**src/rtl/saf_pkg.sv**
```systemverilog
package saf_pkg;
  typedef enum logic [1:0] {
    FMT_L16  = 2'b00,
    FMT_L18  = 2'b01,
    FMT_L20  = 2'b10,
    FMT_WIDE = 2'b11
  } fmt_e;

  localparam int SAF_DATA_W      = 16;
  localparam int SAF_POS_W       = 6;
  localparam int SAF_NARROW_SLOT = 24;
  localparam int SAF_WIDE_DELAY  = 1;
  localparam int SAF_PAD_MID     = 2;
  localparam int SAF_PAD_HIGH    = 4;
endpackage

```
**src/rtl/saf_sync.sv**
```systemverilog
module saf_sync #(
  parameter int LINES  = 2,
  parameter int STAGES = 2
) (
  input  logic             clk,
  input  logic             rst_n,
  input  logic [LINES-1:0] async_i,
  output logic [LINES-1:0] sync_o,
  output logic [LINES-1:0] prev_o
);
  for (genvar g = 0; g < LINES; g++) begin : g_line
    logic [STAGES:0] chain;
    always_ff @(posedge clk or negedge rst_n) begin
      if (!rst_n) chain <= '0;
      else        chain <= {chain[STAGES-1:0], async_i[g]};
    end
    assign sync_o[g] = chain[STAGES-1];
    assign prev_o[g] = chain[STAGES];
  end
endmodule

```
**src/rtl/saf_slot_track.sv**
```systemverilog
module saf_slot_track #(
  parameter int POS_W = 6
) (
  input  logic             clk,
  input  logic             rst_n,
  input  logic             bclk_s,
  input  logic             bclk_prev,
  input  logic             wclk_s,
  output logic             tick_o,
  output logic             slot_start_o,
  output logic             frame_start_o,
  output logic [POS_W-1:0] pos_nxt_o
);
  localparam logic [POS_W-1:0] POS_MAX = '1;

  logic [POS_W-1:0] pos_q;
  logic             wclk_last;

  assign tick_o        = bclk_prev & ~bclk_s;
  assign slot_start_o  = tick_o & (wclk_s != wclk_last);
  assign frame_start_o = slot_start_o & wclk_s;

  always_comb begin
    if (slot_start_o)        pos_nxt_o = '0;
    else if (pos_q == POS_MAX) pos_nxt_o = POS_MAX;
    else                     pos_nxt_o = pos_q + 1'b1;
  end

  always_ff @(posedge clk or negedge rst_n) begin
    if (!rst_n) begin
      pos_q     <= POS_MAX;
      wclk_last <= 1'b0;
    end else if (tick_o) begin
      pos_q     <= pos_nxt_o;
      wclk_last <= wclk_s;
    end
  end
endmodule

```
**src/rtl/saf_sample_stage.sv**
```systemverilog
module saf_sample_stage #(
  parameter int DATA_W = 16
) (
  input  logic              clk,
  input  logic              rst_n,
  input  logic              valid_i,
  output logic              ready_o,
  input  logic [DATA_W-1:0] left_i,
  input  logic [DATA_W-1:0] right_i,
  input  logic              frame_start_i,
  output logic [DATA_W-1:0] sh_left_o,
  output logic [DATA_W-1:0] sh_right_o
);
  logic              full_q;
  logic [DATA_W-1:0] hold_l, hold_r;
  logic              take;

  assign ready_o = ~full_q;
  assign take    = valid_i & ~full_q;

  always_ff @(posedge clk or negedge rst_n) begin
    if (!rst_n) begin
      full_q     <= 1'b0;
      hold_l     <= '0;
      hold_r     <= '0;
      sh_left_o  <= '0;
      sh_right_o <= '0;
    end else begin
      if (take) begin
        hold_l <= left_i;
        hold_r <= right_i;
      end
      if (frame_start_i) begin
        sh_left_o  <= full_q ? hold_l : '0;
        sh_right_o <= full_q ? hold_r : '0;
        full_q     <= take;
      end else if (take) begin
        full_q <= 1'b1;
      end
    end
  end
endmodule

```
**src/rtl/saf_bit_select.sv**
```systemverilog
module saf_bit_select
  import saf_pkg::*;
#(
  parameter int DATA_W      = SAF_DATA_W,
  parameter int POS_W       = SAF_POS_W,
  parameter int NARROW_SLOT = SAF_NARROW_SLOT,
  parameter int WIDE_DELAY  = SAF_WIDE_DELAY,
  parameter int PAD_MID     = SAF_PAD_MID,
  parameter int PAD_HIGH    = SAF_PAD_HIGH
) (
  input  fmt_e              fmt_i,
  input  logic [DATA_W-1:0] word_i,
  input  logic [POS_W-1:0]  pos_i,
  output logic              bit_o
);
  localparam int IDX_W = $clog2(DATA_W);

  int pos_n, pad, first, off;

  always_comb begin
    pos_n = int'(pos_i);
    bit_o = 1'b0;
    pad   = 0;
    first = 0;
    off   = 0;
    case (fmt_i)
      FMT_WIDE: begin
        off = pos_n - WIDE_DELAY;
      end
      default: begin
        if (fmt_i == FMT_L18)      pad = PAD_MID;
        else if (fmt_i == FMT_L20) pad = PAD_HIGH;
        first = NARROW_SLOT - DATA_W - pad;
        off   = pos_n - first;
      end
    endcase
    if (off >= 0 && off < DATA_W)
      bit_o = word_i[IDX_W'(DATA_W - 1 - off)];
  end
endmodule

```
**src/rtl/serial_audio_fmt.sv**
```systemverilog
module serial_audio_fmt
  import saf_pkg::*;
#(
  parameter int DATA_W      = SAF_DATA_W,
  parameter int POS_W       = SAF_POS_W,
  parameter int SYNC_STAGES = 2
) (
  input  logic              clk,
  input  logic              rst_n,
  input  logic              bclk_i,
  input  logic              wclk_i,
  input  logic [1:0]        fmt_sel_i,
  input  logic              smp_valid_i,
  output logic              smp_ready_o,
  input  logic [DATA_W-1:0] smp_left_i,
  input  logic [DATA_W-1:0] smp_right_i,
  output logic              sdo_o
);
  logic [1:0]        line_s, line_p;
  logic              tick, slot_start, frame_start;
  logic [POS_W-1:0]  pos_nxt;
  logic [DATA_W-1:0] sh_l, sh_r, cur_word;
  fmt_e              fmt_act;
  logic              nxt_bit;

  saf_sync #(.LINES(2), .STAGES(SYNC_STAGES)) sync_i (
    .clk(clk), .rst_n(rst_n),
    .async_i({wclk_i, bclk_i}),
    .sync_o(line_s), .prev_o(line_p)
  );

  saf_slot_track #(.POS_W(POS_W)) track_i (
    .clk(clk), .rst_n(rst_n),
    .bclk_s(line_s[0]), .bclk_prev(line_p[0]), .wclk_s(line_s[1]),
    .tick_o(tick), .slot_start_o(slot_start), .frame_start_o(frame_start),
    .pos_nxt_o(pos_nxt)
  );

  saf_sample_stage #(.DATA_W(DATA_W)) stage_i (
    .clk(clk), .rst_n(rst_n),
    .valid_i(smp_valid_i), .ready_o(smp_ready_o),
    .left_i(smp_left_i), .right_i(smp_right_i),
    .frame_start_i(frame_start),
    .sh_left_o(sh_l), .sh_right_o(sh_r)
  );

  always_ff @(posedge clk or negedge rst_n) begin
    if (!rst_n)           fmt_act <= FMT_L16;
    else if (frame_start) fmt_act <= fmt_e'(fmt_sel_i);
  end

  assign cur_word = line_s[1] ? sh_l : sh_r;

  saf_bit_select #(.DATA_W(DATA_W), .POS_W(POS_W)) sel_i (
    .fmt_i(fmt_act), .word_i(cur_word), .pos_i(pos_nxt), .bit_o(nxt_bit)
  );

  always_ff @(posedge clk or negedge rst_n) begin
    if (!rst_n)    sdo_o <= 1'b0;
    else if (tick) sdo_o <= slot_start ? 1'b0 : nxt_bit;
  end
endmodule

```
**config.mk**
```make
export PLATFORM = sky130hd
export DESIGN_NAME = serial_audio_fmt
export DESIGN_NICKNAME = d
export VERILOG_FILES = /design/src/rtl/saf_pkg.sv /design/src/rtl/saf_sync.sv /design/src/rtl/saf_slot_track.sv /design/src/rtl/saf_sample_stage.sv /design/src/rtl/saf_bit_select.sv /design/src/rtl/serial_audio_fmt.sv
export SDC_FILE = /design/constraint.sdc
export NUM_CORES = 1
export LEC_CHECK = 0
export CORE_ASPECT_RATIO = 0.6
export CORE_MARGIN = 2
export CORE_UTILIZATION = 35
export DETAILED_ROUTE_END_ITERATION = 10
export REMOVE_ABC_BUFFERS = 1
export SLEW_MARGIN = 10
export SYNTH_ARGS = -nofsm -noshare
export SYNTH_HDL_FRONTEND = slang
export SYNTH_HIERARCHICAL = 1
export SYNTH_SLANG_ARGS = --single-unit
```
**constraint.sdc**
```tcl
create_clock -name clk -period 3.1 [get_ports clk]
set_input_delay 0.31 -clock clk [delete_from_list [all_inputs] [get_ports clk]]
set_output_delay 0.31 -clock clk [all_outputs]
set_load 0.03 [all_outputs]
```
# == Word-level counts from Yosys, hierarchy flattened ==
# Cells that the tools add are included.
# Widths: inputs -> output; s select.
# totals
out_inout_bits,2
word_cells,48
regBits,80
# classes
add_sub_neg,5
reduce_logical,2
eq_ne,5
muxes,16
bitwise,6
magnitude_cmp,3
# op_table
op,count
$mux 32,3
$mux 16,3
$ge 32x1->1 const B,1
$lt 32x6->1 const B,1
$sub 5x32->32 const A,1
$sub 7x32->32,1
$mux 6,2
$sub 6x1->7 const B,1
$add 6x1->6 const B,1
$eq 6x6->1 const B,1
$lt 4x6->1 const B,1
$mux 1,6
$and 1x1->1,4
$bmux 1 s4,1
$eq 2x2->1 const B,2
$sub 1x4->4 const A,1
$mux 3,1
$eq 2x1->1 const B,1
$not 1->1,2
$reduce_bool 2->1,1
$logic_and 1x1->1,1
$ne 1x1->1,1

# == Depth between registers and ports, before layout ==
# depth
word_depth,13
mapped_depth,16
depth_no_buf,14

# == Cells and area by module ==
# The synthesis kept the hierarchy.
# modules_own_cells
module,seq_area_each_um2,area_per_inst_um2,instances,cells_each
saf_sample_stage,1626.6,2675.1,1,211
saf_bit_select,0.0,583.1,1,71
saf_slot_track,182.7,483.0,1,49
serial_audio_fmt,75.1,362.8,1,26
saf_sync,150.1,180.2,1,10

# == Worst setup path after synthesis ==
# OpenSTA, ideal clock, no wires.
# synth_timing
path_type,register to register
from,reg track_i.pos_q[0]
to,reg sdo_o
t_arrival_ns,2.942
setup_slack_ns,0.075
t_required_ns,3.017
stages_incl_launch_ff,16
n_path_buf,2
path_cell_list,dfstp_2 > ha_1 > and3_2 > nand3_2 > a21oi_1 > buf_6 > buf_4 > inv_1 > ha_1 > mux4_2 > nor2_1 > nor4_1 > a31oi_1 > a211oi_1 > nand3b_1 > o21ai_0
# synth_between
elab_chain_cells,11
word_cells_on_any_way,16
classes_between,add/sub (4); order compare (2); eq/ne (1); mux (8); reduce/logical (1)
# synth_rtl
element,line_no,source
start: declaration,saf_slot_track.sv:16,logic [POS_W-1:0] pos_q;
start signal: assignment,saf_slot_track.sv:34,pos_q <= pos_nxt_o;
$add 6x1->6 or $eq 6x6->1 (tied branches),"saf_slot_track.sv:26, saf_slot_track.sv:25",
$mux 6 (*),saf_slot_track.sv:25,else if (pos_q == POS_MAX) pos_nxt_o = POS_MAX;
$mux 6 (*),saf_slot_track.sv:24,if (slot_start_o) pos_nxt_o = '0;
named net pos_nxt[0],serial_audio_fmt.sv:21,logic [POS_W-1:0] pos_nxt;
$sub 7x32->32 or $sub 6x1->7 (tied branches),"saf_bit_select.sv:34, saf_bit_select.sv:28",
$mux 32 (*),saf_bit_select.sv:26,case (fmt_i)
$sub 1x4->4,saf_bit_select.sv:38,bit_o = word_i[IDX_W'(DATA_W - 1 - off)];
$bmux 1 s4,saf_bit_select.sv:38,
$mux 1 (implied by the code) (2 in series),saf_bit_select.sv:38,
$mux 1 (*),saf_bit_select.sv:37,if (off >= 0 && off < DATA_W)
named net nxt_bit,serial_audio_fmt.sv:24,logic nxt_bit;
$mux 1 (*),serial_audio_fmt.sv:60,else if (tick) sdo_o <= slot_start ? 1'b0 : nxt_bit;
end signal: assignment,serial_audio_fmt.sv:60,
end: declaration,serial_audio_fmt.sv:17,output logic sdo_o
# The timed path passes the listed nets; every way through them passes the cells marked *. The select of a mux whose other input is x is not followed.
# A chain may end at the register's enable or synchronous reset.

# == Worst setup path after layout ==
# Ends and elaborated chain as after synthesis.

==> impl_metrics.json <==
{
  "io_buffer_count": 40,
  "cap_violations": 0,
  "fp.dieW_um": 146,
  "io_pins": 41,
  "slew_violations": 0,
  "start_util": 0.356,
  "totalPowerFinal_mw": 4.91,
  "clock_latency_ps": 340,
  "drive_gt1_frac": 0.276,
  "grt_pass1_vias": 2811,
  "powerDensity_nw_per_um2": 969,
  "slew_headroom": 0.329,
  "grt_max_degree": 81,
  "finalCriticalPeriod_ps": 2960,
  "outcome": "completed",
  "gp_congestion": 0.833,
  "drt-total-wl_um": 8090,
  "final_antenna_net_count": 0,
  "dp_hpwl_um": 5480,
  "fin_util": 0.424,
  "crit_fanout": 5,
  "syn_area_per_cell_sq_um": 11.6,
  "fin_area_sq_um": 5070,
  "overflow": 0,
  "die-area_sq_um": 13100,
  "timing.final.crit_share": 0.955,
  "cts_buffer_depth": 2,
  "antenna_found_initial": 0,
  "cts_setup_buffers": 0,
  "synth_area_sq_um": 4250,
  "syn-instance-count": 365,
  "min_path_type": "input pin to async pin",
  "critical_path_class": "flip-flop to flip-flop",
  "arrival_ps": 3180,
  "dp.cells": 555,
  "num_vias": 2719,
  "worst_pin_slew_ps": 1010,
  "power_leakage_nw": 2.18,
  "antenna_cells": 0,
  "coreArea_sq_um": 11900,
  "final_hold_viol_count": 0,
  "post_drt_wl_per_cell_um": 14.2,
  "numCtsBuffers": 9,
  "instances_no_fill": 571,
  "hold_buffers": 0,
  "rows": 31,
  "drc": 0,
  "dpl_cell_area_sq_um": 4750,
  "cts_tree": "yes",
  "mostFrequentLayoutCells": "dfrtp_1 (74), inv_1 (40), mux2_4 (39), clkdlybuf4s50_1 (39), o21ai_0 (37)",
  "htree_levels": 3,
  "drt_iter0_markers": 123,
  "fin_tns_setup_ps": 0,
  "required_ps": 3320,
  "layout.nets": 446,
  "yosysWarnings": 6,
  "grt_pass1_wl_um": 13900,
  "setup_slack_ps": 140,
  "worstSetupEndpointType": "flip-flop",
  "grtUsageTotal": 0.134,
  "ir_drop_mv": 0.378,
  "die_h_um": 89.4,
  "clock_sinks": 80,
  "vias_per_cell": 4.76,
  "fillCellCount": 1157,
  "worst_hold_slack_ps": 119,
  "fmax_mhz": 338,
  "root_buffer": "clkbuf_16",
  "worstSetupStartpointType": "flip-flop",
  "clkTransAtPathRegs_ps": 70,
  "dr.pass1.iters": 4,
  "final_common_cell": "dfrtp_1",
  "syn_to_final_growth_pct": 19.2,
  "setup_viol": 0,
  "pre_cts_ws_ps": 0.918,
  "finalClockSkew_ps": 8.32
}
[worst max-delay path: stages (launching register included)]
cell,delay [ps]
dfstp_2,560
ha_1,160
and3_2,220
nand3_4,120
a21oi_2,170
buf_4,140
inv_1,40
ha_1,370
mux4_2,320
nor2_1,130
nor4_2,60
a311oi_1,290
a211oi_1,80
nand3b_1,100
o21ai_0,80
[timing repair]
item	CTS	global route
setup endpoints to repair	1	1
cloned	0	0
pin swaps	0	4
gates resized for setup	1	7
[report_power, final]
part | switching, mW | internal [mW]
Sequential | 0.307 | 1.52
Clock | 0.451 | 0.559
Combinational | 0.956 | 1.11
Total | 1.71 | 3.20
[final cells by class]
| type | instances | area [sq um] | area share |
|---|---|---|---|
| timing repair buffer | 51 | 493 | 0.0973 |
| clock buffer | 9 | 225 | 0.0444 |
| tap | 165 | 206 | 0.0407 |
| clock inverter | 7 | 60.1 | 0.0119 |
| sequential | 80 | 2010 | 0.397 |
| inverter | 41 | 154 | 0.0304 |
| multi-input combinational | 218 | 1920 | 0.379 |
[routing by layer]
layer	vias up	global-route usage	wire, um
li1	1337	-	-
met1	1303	0.194	4320
met2	70	0.194	3220
met3	9	0.0403	466
met4	0	0.0397	82
met5	-	0	0
[registers in the layout, indices dropped and copies added (netlist names)]
name and cells:
track_i/wclk_last 1, stage_i/full_q 1, sdo_o 1, stage_i/sh_right_o 16, stage_i/hold_l 16, fmt_act 2, stage_i/hold_r 16, sync_i/g_line.chain 5
track_i/pos_q 6, stage_i/sh_left_o 16
[path summary, 6_finish.rpt]
| path | from | to | slack, ps | cells after the start |
|---|---|---|---|---|
| setup / recovery | track_i/pos_q[0] | sdo_o | 140 | 14 |
| hold / removal | rst_n | sync_i/g_line[1].chain[0] | 120 | 1 |
| setup reg to reg | track_i/pos_q[0] | sdo_o | 140 | 14 |
| hold reg to reg | sync_i/g_line[0].chain[0] | sync_i/g_line[0].chain[1] | 350 | 0 |
| max in group asynchronous | rst_n | fmt_act[0] | 2300 | 1 |
| min in group clk | sync_i/g_line[0].chain[0] | sync_i/g_line[0].chain[1] | 350 | 0 |
No activity file was read; power rests on OpenSTA's default activity.
